[config.mk]
export PLATFORM = sky130hd
export DESIGN_NAME = udp_echo_swapper
export DESIGN_NICKNAME = d
export VERILOG_FILES = /design/src/rtl/udp_swap_pkg.sv /design/src/rtl/udp_swap_ctrl.sv /design/src/rtl/udp_swap_dp.sv /design/src/rtl/udp_echo_swapper.sv
export SDC_FILE = /design/constraint.sdc
export NUM_CORES = 1
export LEC_CHECK = 0
export ABC_AREA = 1
export BUFFER_PORTS_ARGS = -buffer_cell sky130_fd_sc_hd__buf_2
export CELL_PAD_IN_SITES_DETAIL_PLACEMENT = 1
export CELL_PAD_IN_SITES_GLOBAL_PLACEMENT = 1
export CORE_MARGIN = 4
export CORE_UTILIZATION = 35
export CTS_BUF_LIST = sky130_fd_sc_hd__clkbuf_4
export DETAILED_ROUTE_END_ITERATION = 10
export PLACE_DENSITY_LB_ADDON = 0.1
export SYNTH_ARGS = -nofsm -noshare
export SYNTH_HDL_FRONTEND = slang
export SYNTH_HIERARCHICAL = 1
export SYNTH_SLANG_ARGS = --single-unit
[constraint.sdc]
create_clock -name clk -period 1.91 [get_ports clk]
set_input_delay 0.191 -clock clk [delete_from_list [all_inputs] [get_ports clk]]
set_output_delay 0.191 -clock clk [all_outputs]
set_load 0.1 [all_outputs]
[src/rtl/udp_swap_pkg.sv]
package udp_swap_pkg;
  // strobes from control to datapath
  typedef struct packed {
    logic load0;     // stage 0 takes the input word
    logic shift;     // stage 1 takes its word this cycle
    logic exch;      // incoming word goes to stage 1, stage 0 keeps its data
    logic portSwap;  // incoming word has its halves exchanged
  } swapStrobe_t;
endpackage

[src/rtl/udp_swap_ctrl.sv]
module udp_swap_ctrl
  import udp_swap_pkg::*;
#(
  parameter int IDX_W     = 3,
  parameter int PROTO_UDP = 17,
  parameter int VER_IHL   = 8'h45,
  parameter int SRC_IDX   = 3,
  parameter int PORT_IDX  = 5
) (
  input  logic        clk,
  input  logic        rstN,
  input  logic        echoSel,
  input  logic        inValid,
  input  logic        inSop,
  input  logic        inEop,
  input  logic [7:0]  verIhlByte,
  input  logic [7:0]  protoByte,
  input  logic        outReady,
  output logic        inReady,
  output logic        outValid,
  output swapStrobe_t strobe
);
  localparam logic [IDX_W-1:0] IDX_MAX   = {IDX_W{1'b1}};
  localparam logic [IDX_W-1:0] IDX_PROTO = IDX_W'(2);
  localparam logic [IDX_W-1:0] IDX_SRC   = IDX_W'(SRC_IDX);
  localparam logic [IDX_W-1:0] IDX_PORT  = IDX_W'(PORT_IDX);

  logic [IDX_W-1:0] wordIdx, curIdx;
  logic candSwap, pktSwap;
  logic valid0, valid1, hold0;
  logic adv1, inAcc, inIsSrc, shift;

  always_comb begin
    curIdx  = inSop ? '0 : wordIdx;
    adv1    = !valid1 || outReady;
    inReady = !valid0 || adv1;
    inAcc   = inValid && inReady;
    inIsSrc = (curIdx == IDX_SRC) && pktSwap && !inEop;
    // a held source word leaves only together with its partner
    shift   = valid0 && adv1 && (!hold0 || inValid);
    strobe.load0    = inAcc;
    strobe.shift    = shift;
    strobe.exch     = shift && hold0;
    strobe.portSwap = (curIdx == IDX_PORT) && pktSwap;
    outValid = valid1;
  end

  always_ff @(posedge clk or negedge rstN) begin
    if (!rstN) begin
      wordIdx  <= '0;
      candSwap <= 1'b0;
      pktSwap  <= 1'b0;
    end else if (inAcc) begin
      if (inEop) wordIdx <= '0;
      else if (curIdx != IDX_MAX) wordIdx <= curIdx + 1'b1;
      if (curIdx == '0) begin
        candSwap <= echoSel && (verIhlByte == 8'(VER_IHL));
        pktSwap  <= 1'b0;
      end
      if (curIdx == IDX_PROTO) pktSwap <= candSwap && (protoByte == 8'(PROTO_UDP));
    end
  end

  always_ff @(posedge clk or negedge rstN) begin
    if (!rstN) begin
      valid0 <= 1'b0;
      valid1 <= 1'b0;
      hold0  <= 1'b0;
    end else begin
      if (inAcc) begin
        valid0 <= 1'b1;
        hold0  <= inIsSrc;
      end else if (shift) begin
        valid0 <= 1'b0;
        hold0  <= 1'b0;
      end
      if (shift) valid1 <= 1'b1;
      else if (outReady) valid1 <= 1'b0;
    end
  end
endmodule

[src/rtl/udp_swap_dp.sv]
module udp_swap_dp
  import udp_swap_pkg::*;
#(
  parameter int DATA_W = 32
) (
  input  logic              clk,
  input  logic              rstN,
  input  swapStrobe_t       strobe,
  input  logic [DATA_W-1:0] inData,
  input  logic              inSop,
  input  logic              inEop,
  output logic [DATA_W-1:0] outData,
  output logic              outSop,
  output logic              outEop
);
  localparam int HALF = DATA_W / 2;

  logic [DATA_W-1:0] inWord, data0, data1;
  logic sop0, eop0, sop1, eop1;

  assign inWord = strobe.portSwap ? {inData[HALF-1:0], inData[DATA_W-1:HALF]} : inData;

  // markers always move in position; only data is exchanged
  always_ff @(posedge clk or negedge rstN) begin
    if (!rstN) begin
      data0 <= '0; sop0 <= 1'b0; eop0 <= 1'b0;
      data1 <= '0; sop1 <= 1'b0; eop1 <= 1'b0;
    end else begin
      if (strobe.load0) begin
        sop0 <= inSop;
        eop0 <= inEop;
        if (!strobe.exch) data0 <= inWord;
      end
      if (strobe.shift) begin
        sop1  <= sop0;
        eop1  <= eop0;
        data1 <= strobe.exch ? inWord : data0;
      end
    end
  end

  assign outData = data1;
  assign outSop  = sop1;
  assign outEop  = eop1;
endmodule

[src/rtl/udp_echo_swapper.sv]
module udp_echo_swapper
  import udp_swap_pkg::*;
#(
  parameter int DATA_W    = 32,
  parameter int IDX_W     = 3,
  parameter int PROTO_UDP = 17
) (
  input  logic              clk,
  input  logic              rstN,
  input  logic              echoSel,
  input  logic              inValid,
  output logic              inReady,
  input  logic [DATA_W-1:0] inData,
  input  logic              inSop,
  input  logic              inEop,
  output logic              outValid,
  input  logic              outReady,
  output logic [DATA_W-1:0] outData,
  output logic              outSop,
  output logic              outEop
);
  localparam int PROTO_MSB = DATA_W - 9;

  swapStrobe_t strobe;

  udp_swap_ctrl #(.IDX_W(IDX_W), .PROTO_UDP(PROTO_UDP)) u_ctrl (
    .clk(clk), .rstN(rstN), .echoSel(echoSel),
    .inValid(inValid), .inSop(inSop), .inEop(inEop),
    .verIhlByte(inData[DATA_W-1 -: 8]), .protoByte(inData[PROTO_MSB -: 8]),
    .outReady(outReady), .inReady(inReady), .outValid(outValid), .strobe(strobe)
  );

  udp_swap_dp #(.DATA_W(DATA_W)) u_dp (
    .clk(clk), .rstN(rstN), .strobe(strobe),
    .inData(inData), .inSop(inSop), .inEop(inEop),
    .outData(outData), .outSop(outSop), .outEop(outEop)
  );
endmodule

### After elaboration in Yosys (flattened, before gate mapping)

Index checks and enable logic that the tools add are counted.

* bits in registers: 76
* input bits: 39
* output and inout port bits: 36
* logic and storage cells: 57

* $add $sub $neg: 1
* eq/ne operators: 6
* mux-type cells: 12
* bitwise logic cells: 1
* reductions and logical operators: 25

Operators by type and width (count)
* $mux 32: 2
* $logic_and 1x1->1: 9
* $mux 3: 3
* $eq 8x5->1 const B: 1
* $eq 8x7->1 const B: 1
* $reduce_and 2->1: 4
* $reduce_bool 2->1: 4
* $mux 1: 7
* $eq 3x2->1 const B: 2
* $logic_not 1->1: 4
* $add 3x1->3 const B: 1
* $eq 3x3->1 const B: 1
* $logic_not 3->1: 1
* $logic_or 1x1->1: 3
* $ne 3x3->1 const B: 1
* $not 1->1: 1

### Logic depth before layout (Yosys ltp)

* word-level depth: 7
* gate-level depth with buffers: 13
* mapped depth without buffers: 11

### Hierarchy

Netlist, hierarchy kept.

Modules (own cells, without submodules)
* udp_swap_dp: instances 1, cells an instance 496, area each 3548.4 um^2, sequential area each 1701.6 um^2
* udp_swap_ctrl: instances 1, cells an instance 85, area each 629.4 um^2, sequential area each 200.2 um^2

### Least setup slack after synthesis

Ideal clock, no wire load.

* path kind: register to register
* from: reg u_ctrl.valid1, in the netlist u_ctrl/outValid
* to: reg u_dp.data0[0]
* library setup time: 0.065 ns
* arrival: 2.575 ns
* required time: 1.845 ns
* slack: -0.730 ns
* stages on the path, launching flop included: 11
* buffers on the path: 2
* clock period less this slack: 2.640 ns
* cells stage by stage: dfrtp_1 > nand3_2 > nand2_4 > inv_6 > buf_4 > inv_2 > nor2_4 > inv_2 > buf_2 > nand2_1 > nand2_1

* elaborated cells on any way between the ends: 9
* those cells by class: bitwise (1); reduce/logical (8)

RTL lines
* start: declaration: line udp_swap_ctrl.sv:30 `logic valid0, valid1, hold0;`
* start signal: assignment: line udp_swap_ctrl.sv:67 `valid1 <= 1'b0;`
* start signal: assignment: line udp_swap_ctrl.sv:77 `if (shift) valid1 <= 1'b1;`
* start signal: assignment: line udp_swap_ctrl.sv:78 `else if (outReady) valid1 <= 1'b0;`
* $logic_not 1->1: line udp_swap_ctrl.sv:35 `adv1 = !valid1 || outReady;`
* $logic_or 1x1->1: line udp_swap_ctrl.sv:35
* $logic_or 1x1->1: line udp_swap_ctrl.sv:36 `inReady = !valid0 || adv1;`
* via inReady: line udp_echo_swapper.sv:12 `output logic inReady,`
* $logic_and 1x1->1: line udp_swap_ctrl.sv:37 `inAcc = inValid && inReady;`
* via u_ctrl.inAcc: line udp_swap_ctrl.sv:31 `logic adv1, inAcc, inIsSrc, shift;`
* $reduce_and 2->1 (no source line)
* end signal: assignment: line udp_swap_dp.sv:32 `if (!strobe.exch) data0 <= inWord;`
* end: declaration: line udp_swap_dp.sv:18 `logic [DATA_W-1:0] inWord, data0, data1;`

The timed path passes the listed nets, and every way through them passes these cells.
A chain may end at the register's enable or synchronous reset.

==> summary.md <==
| Metric | Value |
|---|---|
| Leakage | between 0.002 and 0.003 µW |
| Vias in the first global route | around 4000 |
| Synth top area share | ~46% |
| CP Capture Type | register |
| Pwr/cell area | ~1600 nW/µm² |
| CP peak stage delay | between 0.5 and 0.6 ns |
| Routability congestion estimate | around 0.79 |
| Synth Register Bits | 76 |
| Peak Freq | roughly 0.56 GHz |
| Syn nets | around 630 |
| Most frequent CP cell | nand2_1 |
| Worst setup path end | u_dp/outData[31] |
| Area Overhead vs Synth | 16.6% |
| ANT nets after route | 0 |
| Cell count after synthesis | slightly below 600 |
| Final setup TNS | 0 ns |
| Diodes inserted | 0 |
| Clock insertion delay at the later pin of the skew report | around 0.44 ns |
| Tcrit/Tclk final | 92.7% |
| Overflow after GRT | 0 |
| Via density | 4.82 |
| Hpwl dp | 9.40 mm |
| CTS tree | yes |
| Max VDD drop | approximately 880 µV |
| Hold Crit Class | input pin to register |
| Max H-tree Level | 3 |
| CTS clk-pin slew, worst paths | around 0.11 ns |
| Die Ht | ~120 µm |
| WP data required | approximately 2.2 ns |
| Hold Vio Cnt, Final | 0 |
| Reg2Reg Setup Slack | between 0.15 and 0.2 ns |
| Largest cells by area after synthesis | dfrtp_1, nand2_1, nor2_2 |
| Share of cells above drive strength 1 | approximately a quarter |
| Post-Place Setup Slack | about 0.14 ns |
| Postcts setup bufs | 0 |
| Top Ports | 75 |
| RSZ-0062 raised after global routing | false |
| Drt pass-1 iters | 4 |
| Synthesis Warnings | 6 |
| CP top delay family | buffers and inverters |
| Final number of setup-violating endpoints | 0 |
| Tot Pwr | around 7700 µW |
| Post-synth top cells | nand2_1, dfrtp_1, nor2_1 |
| Maximum root-to-sink buffer count | 2 |
| Crit Path Class | input pin to register |
| Startpoint types | input pin |
| Setup Skew | slightly above 0.009 ns |
| Syn Area/Cell | approximately 7.2 µm² |
| Max_cap viols | 0 |
| Multi-input gate area | between 1500 and 2000 µm² |
| Post-route setup slack | 0.139 ns |
| CP max-delay cell | dlygate4sd3_1 |
| Reg2reg end | u_dp/data0[4] |
| Sum of buffers and inverters on the critical path | 6 |
| Fin nets | 700 |
| Status | completed |
| Sequential share of the synthesized area | between 40% and 50% |
| Die span in x | about 120 µm |
| CTS sink cnt | 76 |
| Post-synth top flop | dfrtp_1 |
| Seq. cell area | 1910 µm² |
| Slew HR | between 60% and 70% |
| CP Max Fanout | 11 |
| Root Buffer | clkbuf_4 |
| GRT Total Usage | around a fifth |
| Fin. max-slew vios | 0 |
| Unique masters post-synth | 24 |
| CTS Buf Count | 9 |
| Filler Cell Count | roughly 1500 |
| Antenna violations before repair | 0 |
| Top-count cell post-synth | nand2_1 |
| DRC | 0 |
| Largest net degree at the start of global routing | about 40 |
| Worst Path Arrival | 2.10 ns |
| Post-synth EDFFs | 0 |
| Final Critical Period | ~1.8 ns |
| WL/cell | between 15 and 20 µm |
| Worst path depth | 14 |
| Core box area | 11600 µm² |
| Initial Utilization | 36.1% |
| 1st-iter DRT viols | between 150 and 200 |
| Worst setup path startpoint | inSop |
| CP cell instances | dlygate4sd3_1 > buf_2 > inv_2 > nand2_1 > inv_1 > ha_1 > nand2_1 > nor2_4 > inv_4 > buf_12 > nand2_1 > nand3_1 > nand2_1 > nand2_1 |
| Routed WL | about 13 mm |
| Yosys top cell by area | dfrtp_1 |
| Slew @ Worst Pin | around 0.50 ns |
| FF-to-FF Start | u_ctrl/outValid |
| Synthesized area | ~4200 µm² |
| Vias | about 3900 |
| # rows | 39 |
| IO buf count | 74 |
| Die Area | around 14000 µm² |
| Async set-reset flop share out of synthesis | between 90% and 100% |
| Worst reg-to-reg path cell count | 9 |
| Global-route wire length before repair | ~21 mm |
-- cell type report --
type                    instances  share of cell area [%]
clock buffers                  12                    1.85
well taps                     143                    3.67
repair buffers                 92                    12.6
multi-input cells             457                    41.0
clock inverters                 1                  0.0771
inverters                      19                    1.67
flip-flops and latches         76                    39.1
-- state kept, by name, summed over array words and instances, names as in the netlist --
register and flops:
u_dp/outSop 1, u_dp/sop0 1, u_dp/data0 32, u_dp/outData 32
u_ctrl/wordIdx 3, u_ctrl/valid0 1, u_ctrl/candSwap 1, u_ctrl/hold0 1
u_ctrl/pktSwap 1, u_dp/eop0 1, u_dp/outEop 1, u_ctrl/outValid 1
-- worst register-to-register path, cell delays in order (launching register included) --
cell and delay, ns:
dfrtp_4 0.52, inv_1 0.08, nor2_1 0.06, nor2_2 0.17
nand2_1 0.12, inv_4 0.15, nor2_4 0.06, buf_4 0.26
nand2_1 0.14, nand2_1 0.06
-- placed cells by master (no fill, tap or decap), types with 5 or more instances in the layout --
cell type,n
buf_12,7
buf_4,6
dlygate4sd3_1,5
inv_1,12
dfrtp_1,75
nand3_1,35
nor2_1,39
clkbuf_4,12
buf_2,73
nand2_1,321
nor2_2,37
ha_1,6
-- worst min path at each step --
stage | start | endpoint | depth (start not counted)
floorplan | rstN | u_ctrl/candSwap | 0
global placement | rstN | u_dp/outData[22] | 1
detailed placement | rstN | u_dp/outData[21] | 1
CTS | inData[8] | u_dp/data0[8] | 5
global route | inValid | u_ctrl/valid0 | 3
finish | inData[12] | u_dp/data0[12] | 5
-- per-layer routing --
layer  vias to the layer above  share of wire (%)  global-route usage, %
li1                       1905                  -                      -
met1                      1865                 46                   26.9
met2                        69                 48                   32.8
met3                        13                4.3                   4.27
met4                         0                1.3                   6.65
met5                         -                  0                      0
-- stage by stage --
step	instances	area [µm²]	utilization (%)	hold slack [ns]
finish	800	4870	42.1	0.0785
global route	800	4870	42.1	0.0490
CTS	800	4850	42.0	0.0404
detailed placement	782	4710	40.7	0.137
global placement	782	4710	40.7	0.136
floorplan	581	4190	-	-0.105
-- what timing repair did --
action,4_1_cts,5_1_grt
hold buffers,5,0
endpoints found under the hold margin,62,0
resized for setup,0,5
endpoints found under the setup margin,0,59
-- where the power goes --
group | internal, µW | leakage [µW] | switching (µW) | total [µW]
logic | 761 | 0.00168 | 3560 | 4320
clock network | 288 | 0.0000568 | 535 | 823
registers | 2160 | 0.000946 | 376 | 2530
-- cell families after synthesis --
kind of cell               after synthesis  synth area share [%]
AOI/OAI and AO/OA                        9                  1.41
DFF                                     76                  45.5
adders and majority gates                6                  1.80
buffers and inverters                   48                  7.07
and+or+nand+nor                        442                  44.2
No activity file was read; power rests on OpenSTA's default activity.
